--- config.mk ---
export PLATFORM = sky130hd
export DESIGN_NAME = tx_evt_latch
export DESIGN_NICKNAME = d
export VERILOG_FILES = /design/src/rtl/txs_pkg.sv /design/src/rtl/txs_clk_loss.sv /design/src/rtl/txs_stat_reg.sv /design/src/rtl/tx_evt_latch.sv
export SDC_FILE = /design/constraint.sdc
export NUM_CORES = 1
export LEC_CHECK = 0
export BUFFER_PORTS_ARGS = -buffer_cell sky130_fd_sc_hd__buf_2
export CORE_MARGIN = 5
export CORE_UTILIZATION = 45
export CTS_BUF_LIST = sky130_fd_sc_hd__clkbuf_4 sky130_fd_sc_hd__clkbuf_8 sky130_fd_sc_hd__clkbuf_16
export DETAILED_ROUTE_END_ITERATION = 10
export HOLD_SLACK_MARGIN = 0.06
export PLACE_DENSITY = 0.77
export SETUP_SLACK_MARGIN = 0.4
export SYNTH_ARGS = -nofsm -noshare
export SYNTH_HDL_FRONTEND = slang
export SYNTH_SLANG_ARGS = --single-unit
--- constraint.sdc ---
create_clock -name clk -period 1.45 [get_ports clk]
set_input_delay 0.3625 -clock clk [delete_from_list [all_inputs] [get_ports clk]]
set_output_delay 0.3625 -clock clk [all_outputs]
set_load 0.1 [all_outputs]
--- src/rtl/txs_pkg.sv ---
package txs_pkg;
  localparam int NB = 8;
  localparam int B_LOC  = 0;
  localparam int B_LOCC = 1;
  localparam int B_MF   = 2;
  localparam int B_PDV  = 3;
  localparam int B_SLC  = 4;
  localparam int B_SLIP = 5;
  localparam int B_EMP  = 6;
  localparam int B_FULL = 7;

  typedef logic [NB-1:0] stat_t;

  // Map event pulses onto status positions; empty/full also imply a slip.
  function automatic stat_t set_vector(input logic mf, input logic pdv,
                                       input logic slc, input logic slip,
                                       input logic emp, input logic full,
                                       input logic l_on, input logic l_off);
    stat_t v;
    v         = '0;
    v[B_LOC]  = l_on;
    v[B_LOCC] = l_off;
    v[B_MF]   = mf;
    v[B_PDV]  = pdv;
    v[B_SLC]  = slc;
    v[B_SLIP] = slip | emp | full;
    v[B_EMP]  = emp;
    v[B_FULL] = full;
    return v;
  endfunction

  // Write-one-to-clear, set has priority.
  function automatic stat_t next_status(input stat_t q, input stat_t setv,
                                        input logic clr_we, input stat_t clr);
    stat_t keep;
    keep = clr_we ? ~clr : '1;
    return (q & keep) | setv;
  endfunction

  function automatic logic irq_active(input stat_t q, input stat_t m);
    return |(q & m);
  endfunction
endpackage

--- src/rtl/txs_clk_loss.sv ---
module txs_clk_loss #(
  parameter int TX_PERIOD_CYC = 8,
  parameter int LOSS_PERIODS  = 3
) (
  input  logic clk,
  input  logic rst_n,
  input  logic tx_clk,
  output logic loss,
  output logic loss_rise,
  output logic loss_fall
);
  localparam int TERM = TX_PERIOD_CYC * LOSS_PERIODS;
  localparam int CW   = $clog2(TERM + 1);

  logic          s1, s2, s3;
  logic [CW-1:0] cnt;
  logic          loss_d;
  logic          tx_edge;

  always_ff @(posedge clk or negedge rst_n) begin
    if (!rst_n) begin
      s1 <= 1'b0;
      s2 <= 1'b0;
      s3 <= 1'b0;
    end else begin
      s1 <= tx_clk;
      s2 <= s1;
      s3 <= s2;
    end
  end

  assign tx_edge = s2 ^ s3;

  always_ff @(posedge clk or negedge rst_n) begin
    if (!rst_n)                  cnt <= '0;
    else if (tx_edge)            cnt <= '0;
    else if (cnt != CW'(TERM))   cnt <= cnt + 1'b1;
  end

  assign loss = (cnt == CW'(TERM));

  always_ff @(posedge clk or negedge rst_n) begin
    if (!rst_n) loss_d <= 1'b0;
    else        loss_d <= loss;
  end

  assign loss_rise = loss & ~loss_d;
  assign loss_fall = ~loss & loss_d;

  // a seen edge always ends the fault
  p_reload_r5: assert property (@(posedge clk) disable iff (!rst_n)
    tx_edge |=> !loss);
  // onset only after a quiet cycle
  p_quiet_onset_r5: assert property (@(posedge clk) disable iff (!rst_n)
    $rose(loss) |-> !$past(tx_edge));
endmodule

--- src/rtl/txs_stat_reg.sv ---
module txs_stat_reg
  import txs_pkg::*;
(
  input  logic  clk,
  input  logic  rst_n,
  input  stat_t set_v,
  input  logic  clr_we,
  input  stat_t clr_v,
  input  logic  mask_we,
  input  stat_t mask_v,
  output stat_t stat_q,
  output stat_t mask_q,
  output logic  irq_n
);
  always_ff @(posedge clk or negedge rst_n) begin
    if (!rst_n) begin
      stat_q <= '0;
      mask_q <= '0;
    end else begin
      stat_q <= next_status(stat_q, set_v, clr_we, clr_v);
      if (mask_we) mask_q <= mask_v;
    end
  end

  assign irq_n = ~irq_active(stat_q, mask_q);

  for (genvar i = 0; i < NB; i++) begin : g_bit
    // set wins over a same-cycle clear
    p_set_wins_r4: assert property (@(posedge clk) disable iff (!rst_n)
      set_v[i] |=> stat_q[i]);
    // bit is sticky without a clear
    p_sticky_r2: assert property (@(posedge clk) disable iff (!rst_n)
      (stat_q[i] && !(clr_we && clr_v[i])) |=> stat_q[i]);
  end

  // only a clear or a mask write can release the interrupt
  p_irq_hold_r9: assert property (@(posedge clk) disable iff (!rst_n)
    (!irq_n && !clr_we && !mask_we) |=> !irq_n);
endmodule

--- src/rtl/tx_evt_latch.sv ---
module tx_evt_latch
  import txs_pkg::*;
#(
  parameter int TX_PERIOD_CYC = 8,
  parameter int LOSS_PERIODS  = 3
) (
  input  logic       clk,
  input  logic       rst_n,
  input  logic       tx_clk,
  input  logic       loc_en,
  input  logic       ev_mf,
  input  logic       ev_pdv,
  input  logic       ev_slc,
  input  logic       ev_slip,
  input  logic       ev_empty,
  input  logic       ev_full,
  input  logic       clr_we,
  input  logic [7:0] clr_data,
  input  logic       mask_we,
  input  logic [7:0] mask_data,
  output logic [7:0] stat_q,
  output logic [7:0] mask_q,
  output logic       irq_n,
  output logic       loc_pin
);
  logic  loss, loss_rise, loss_fall;
  stat_t set_v;

  txs_clk_loss #(.TX_PERIOD_CYC(TX_PERIOD_CYC), .LOSS_PERIODS(LOSS_PERIODS)) u_det (
    .clk(clk), .rst_n(rst_n), .tx_clk(tx_clk),
    .loss(loss), .loss_rise(loss_rise), .loss_fall(loss_fall)
  );

  assign set_v = set_vector(ev_mf, ev_pdv, ev_slc, ev_slip, ev_empty, ev_full,
                            loss_rise, loss_fall);

  txs_stat_reg u_reg (
    .clk(clk), .rst_n(rst_n), .set_v(set_v),
    .clr_we(clr_we), .clr_v(clr_data),
    .mask_we(mask_we), .mask_v(mask_data),
    .stat_q(stat_q), .mask_q(mask_q), .irq_n(irq_n)
  );

  assign loc_pin = loss & loc_en;

  // frame repeat or delete always records a slip
  p_slip_r3: assert property (@(posedge clk) disable iff (!rst_n)
    (ev_empty || ev_full) |=> stat_q[B_SLIP]);
  // end of fault records the cleared bit
  p_fall_r7: assert property (@(posedge clk) disable iff (!rst_n)
    $fell(loss) |=> stat_q[B_LOCC]);
endmodule

==> results.md <==
- The run finished, with violations left.
- The checks that failed: setup timing.
- In this run the top signal layer used is met4.
- From bottom edge to top edge, the die measures 57.6 µm.
- The number of antenna violations at the first check in global routing came to 0.
- The routed design uses ~320 µm of met3 wire.
- Counting along the longest clock path gives a buffer depth of 2.
- Once the floorplan was initialized, standard cells occupied 46.5% of the core.
- The post-detailed-route wirelength per cell is 22.0 µm.
- The leakage power figure is around 0.94 nW.
- The number of antenna diodes in the final layout is 0.
- The number of vias after detailed routing is slightly below 1000.
- Compared with the post-synthesis result, the final layout area differs by 96.2%.
- The clock latency of the later-clocked register in the worst-skew pair is 310 ps.
- The mean number of vias per cell is 5.39.
- The most used flip-flop cell after synthesis is dfrtp_1.
- The required time of the critical path is roughly 1100 ps.
- The number of hold-slack violations in the final timing report is 0.
- STA classifies the critical path startpoint as a flop.
- The signal on the critical path passes through inv_2 -> ha_4 -> nand4b_4 -> inv_2 -> and2_4 -> buf_12.
- The CTS H-tree depth is 1.
- The number of nets in the synthesized netlist is 109.
- Each instance of the synthesized netlist takes up on average around 13 µm².
- The overall power of the completed layout is ~1.9 mW.
- The total overflow reported by the global router is 0.
- The worst-case IR drop observed on VDD is 0.689 mV.
- The register bit count reported by yosys is 25.
- After the last flow step, the layout net total stands at 186.
- The overall track demand over capacity in global routing is a little over a fifth.
- The number of top-level pins is between 40 and 50.
- Detailed placement ended at an HPWL of around 2300 µm.
- TritonCTS created 3 clock buffers.
- The final count of pins violating max slew is 0.
- The global placement routability congestion is about 0.75.
- In this run the worst hold path is classified as in -> reg.
- The count of buffers inserted at the top-level ports is 45.
- In this run the standard cell core region covers 2190 µm².
- The largest individual stage delay along the critical path comes from the cell dfrtp_1.
- The critical path contains buffers and inverters numbering 3 combined.
- The cell count after synthesis came out at slightly below 80.
- Final hold analysis gives a worst-case slack of roughly 150 ps.
- The kind of end point of the critical path is an output port.
- The count of unresolved DRC violations after routing is 0.
- Setup repair after global routing could not meet its margin everywhere.
- The total clock sinks is 25.
- The total iterations of the first detailed-routing run is 4.
- Between clock sinks in the finished design, the worst skew comes to 6.58 ps.
- The wire length reported by the detailed router is a little over 4000 µm.
- In this run the power density over the cells is around 950 nW/µm².
- Summed over all nets, wire length on met2 after detailed routing comes to about 2200 µm.
- The worst pin sits at a relative slew slack of about three quarters.
- The fraction of layout instances using a drive strength above 1 is between 70% and 80%.
- The first routing iteration left 37 violations.
- STA puts the critical path data arrival time at ~1500 ps.
- The clock-pin slew on the worst setup and hold paths is 130 ps.
- Row generation in the floorplan step produced 17 rows.
- The cell at the root of the clock tree is clkbuf_4.
- The via count of the first global-routing pass was 1038.
- Entering global routing, the biggest net connects 26 pins.
- The critical path in this run is classified as reg -> out.
- The transition time of the tightest slew-check pin is 382 ps.
- Timing would allow up to ~530 MHz.
- The fraction of the cycle the final worst path needs is 129%.
- The die covers 3310 µm².
- Setup violations remaining at the end of the flow were counted as 9.
- The met1 routed wirelength after detailed routing is about 1300 µm.
- Sequential elements use approximately three fifths of the synthesized area.
- The horizontal die dimension is around 58 µm.
- During synthesis, Yosys emitted a total of 0 warnings.
- The number of nets with antenna violations after routing is 0.
- The cell class contributing the biggest share of worst-path delay is flip-flops.
- The number of different library cells in the post-synthesis netlist is 23.
- The TritonCTS clock tree is done.
- The final period demand of the worst path is between 1500 and 2000 ps.
- The wire length of the first global-routing pass is about 5300 µm.
- The largest single stage delay on the critical path is 430 ps.
- The async set-reset flop share out of synthesis is 100%.
- The worst setup slack after layout is -425 ps.
- The most repeated library cell on the critical path is inv_2.
- The tool flagged a number of max-cap violations equal to 0.
- The synthesized area is 1020 µm².
- The number of enable flip-flop cells after synthesis is 0.
- Along the worst path, the maximum fanout reaches 2.
## cell families after synthesis
| logic type | Yosys count | share of synthesized area, % |
|---|---|---|
| mux | 8 | 8.85 |
| flops | 25 | 61.4 |
| compound gates | 13 | 9.58 |
| fa+ha+maj | 2 | 2.46 |
| simple gates | 22 | 11.5 |
| buf+inv | 5 | 2.70 |
| xor+xnor | 4 | 3.44 |
## final cells by class
class	instances	area [µm²]
Clock buffer	4	30.0
Multi-Input combinational cell	49	467
Sequential cell	25	658
Tap cell	28	35.0
Timing Repair Buffer	74	797
Inverter	3	11.3
Fill cell	82	193
## path summary, 6_finish.rpt
| path | start | endpoint | slack (ps) | cells after the start |
|---|---|---|---|---|
| max reg2reg | u_det.cnt[0] | u_det.cnt[1] | -70 | 10 |
| min in group asynchronous | rst_n | u_reg.mask_q[3] | 520 | 2 |
| min | tx_clk | u_det.s1 | 150 | 1 |
| max | u_det.cnt[0] | loc_pin | -430 | 6 |
| max in group asynchronous | rst_n | u_reg.mask_q[0] | 640 | 2 |
| min reg2reg | u_det.s1 | u_det.s2 | 370 | 0 |
## Yosys cell counts, types with 2 or more instances
cell type	instances	area, µm²
dfrtp_1	25	626
a22oi_1	4	30.0
ha_1	2	25.0
inv_1	2	7.51
nand2_1	10	37.5
mux2_2	8	90.1
nor3_1	2	10.0
nor2_1	4	15.0
a21o_1	5	37.5
nand3_1	2	10.0
xor2_1	3	26.3
## per-stage QoR
| stage | cells | utilization (%) | setup TNS [ps] | cell area, µm² | setup slack [ps] |
|---|---|---|---|---|---|
| detailed placement | 168 | 78.0 | -109 | 1710 | -69.6 |
| floorplan | 79 | - | -271 | 1060 | -182 |
| global placement | 168 | 78.0 | -24.7 | 1710 | -24.7 |
| global route | 183 | 91.2 | -1720 | 2000 | -483 |
| finish | 183 | 91.2 | -1270 | 2000 | -425 |
| CTS | 177 | 85.7 | -958 | 1880 | -361 |
## power breakdown
group          switching, mW  leakage, nW  internal, mW
registers             0.0563        0.283         0.758
logic                  0.442        0.640         0.327
clock network          0.197       0.0184         0.126
total                  0.695        0.941          1.21
## placed cells by master, fill, tap and decap left out
| cell type | synthesis | layout |
|---|---|---|
| nand3_2 | 0 | 2 |
| ha_4 | 0 | 2 |
| buf_12 | 0 | 18 |
| dlygate4sd3_1 | 0 | 1 |
| dfrtp_1 | 25 | 9 |
| inv_2 | 1 | 3 |
| xor2_2 | 0 | 1 |
| mux2_2 | 8 | 7 |
| clkbuf_4 | 0 | 5 |
| nand4b_4 | 1 | 1 |
| and4_4 | 0 | 1 |
| a22oi_1 | 4 | 1 |
| dfrtp_2 | 0 | 11 |
| nand2_4 | 0 | 1 |
| buf_6 | 1 | 21 |
| a22o_1 | 1 | 1 |
| dfrtp_4 | 0 | 5 |
| a21o_1 | 5 | 5 |
| nand2_1 | 10 | 9 |
| nor2_1 | 4 | 2 |
| and2_4 | 0 | 1 |
| a22oi_2 | 0 | 3 |
| a21oi_2 | 0 | 1 |
| xor2_1 | 3 | 2 |
| xnor2_1 | 1 | 1 |
| mux2_4 | 0 | 1 |
| nand2_2 | 1 | 1 |
| nor2_2 | 0 | 1 |
| buf_4 | 0 | 7 |
| nor2_4 | 0 | 1 |
| a2111o_1 | 1 | 1 |
| o21ai_2 | 0 | 1 |
| nor3_2 | 0 | 2 |
| buf_2 | 1 | 26 |
## state kept, by name (all words and copies together), names as in the netlist
name	flops
u_reg.stat_q	8
u_det.loss_d	1
u_reg.mask_q	8
u_det.s2	1
u_det.s3	1
u_det.s1	1
u_det.cnt	5
## per-layer routing
| metal | vias to the layer above | global-route usage, % |
|---|---|---|
| li1 | 421 | - |
| met1 | 491 | 24.0 |
| met2 | 60 | 42.1 |
| met3 | 14 | 3.39 |
| met4 | 0 | 4.97 |
| met5 | - | 0 |
## what timing repair did
action,in CTS,in global routing
hold endpoints to repair,25,0
pin swaps,5,6
setup endpoints to repair,26,44
buffers inserted,4,6
resized for setup,26,18
hold buffers,1,0
Note: power is estimated with default switching activity, not from simulation.
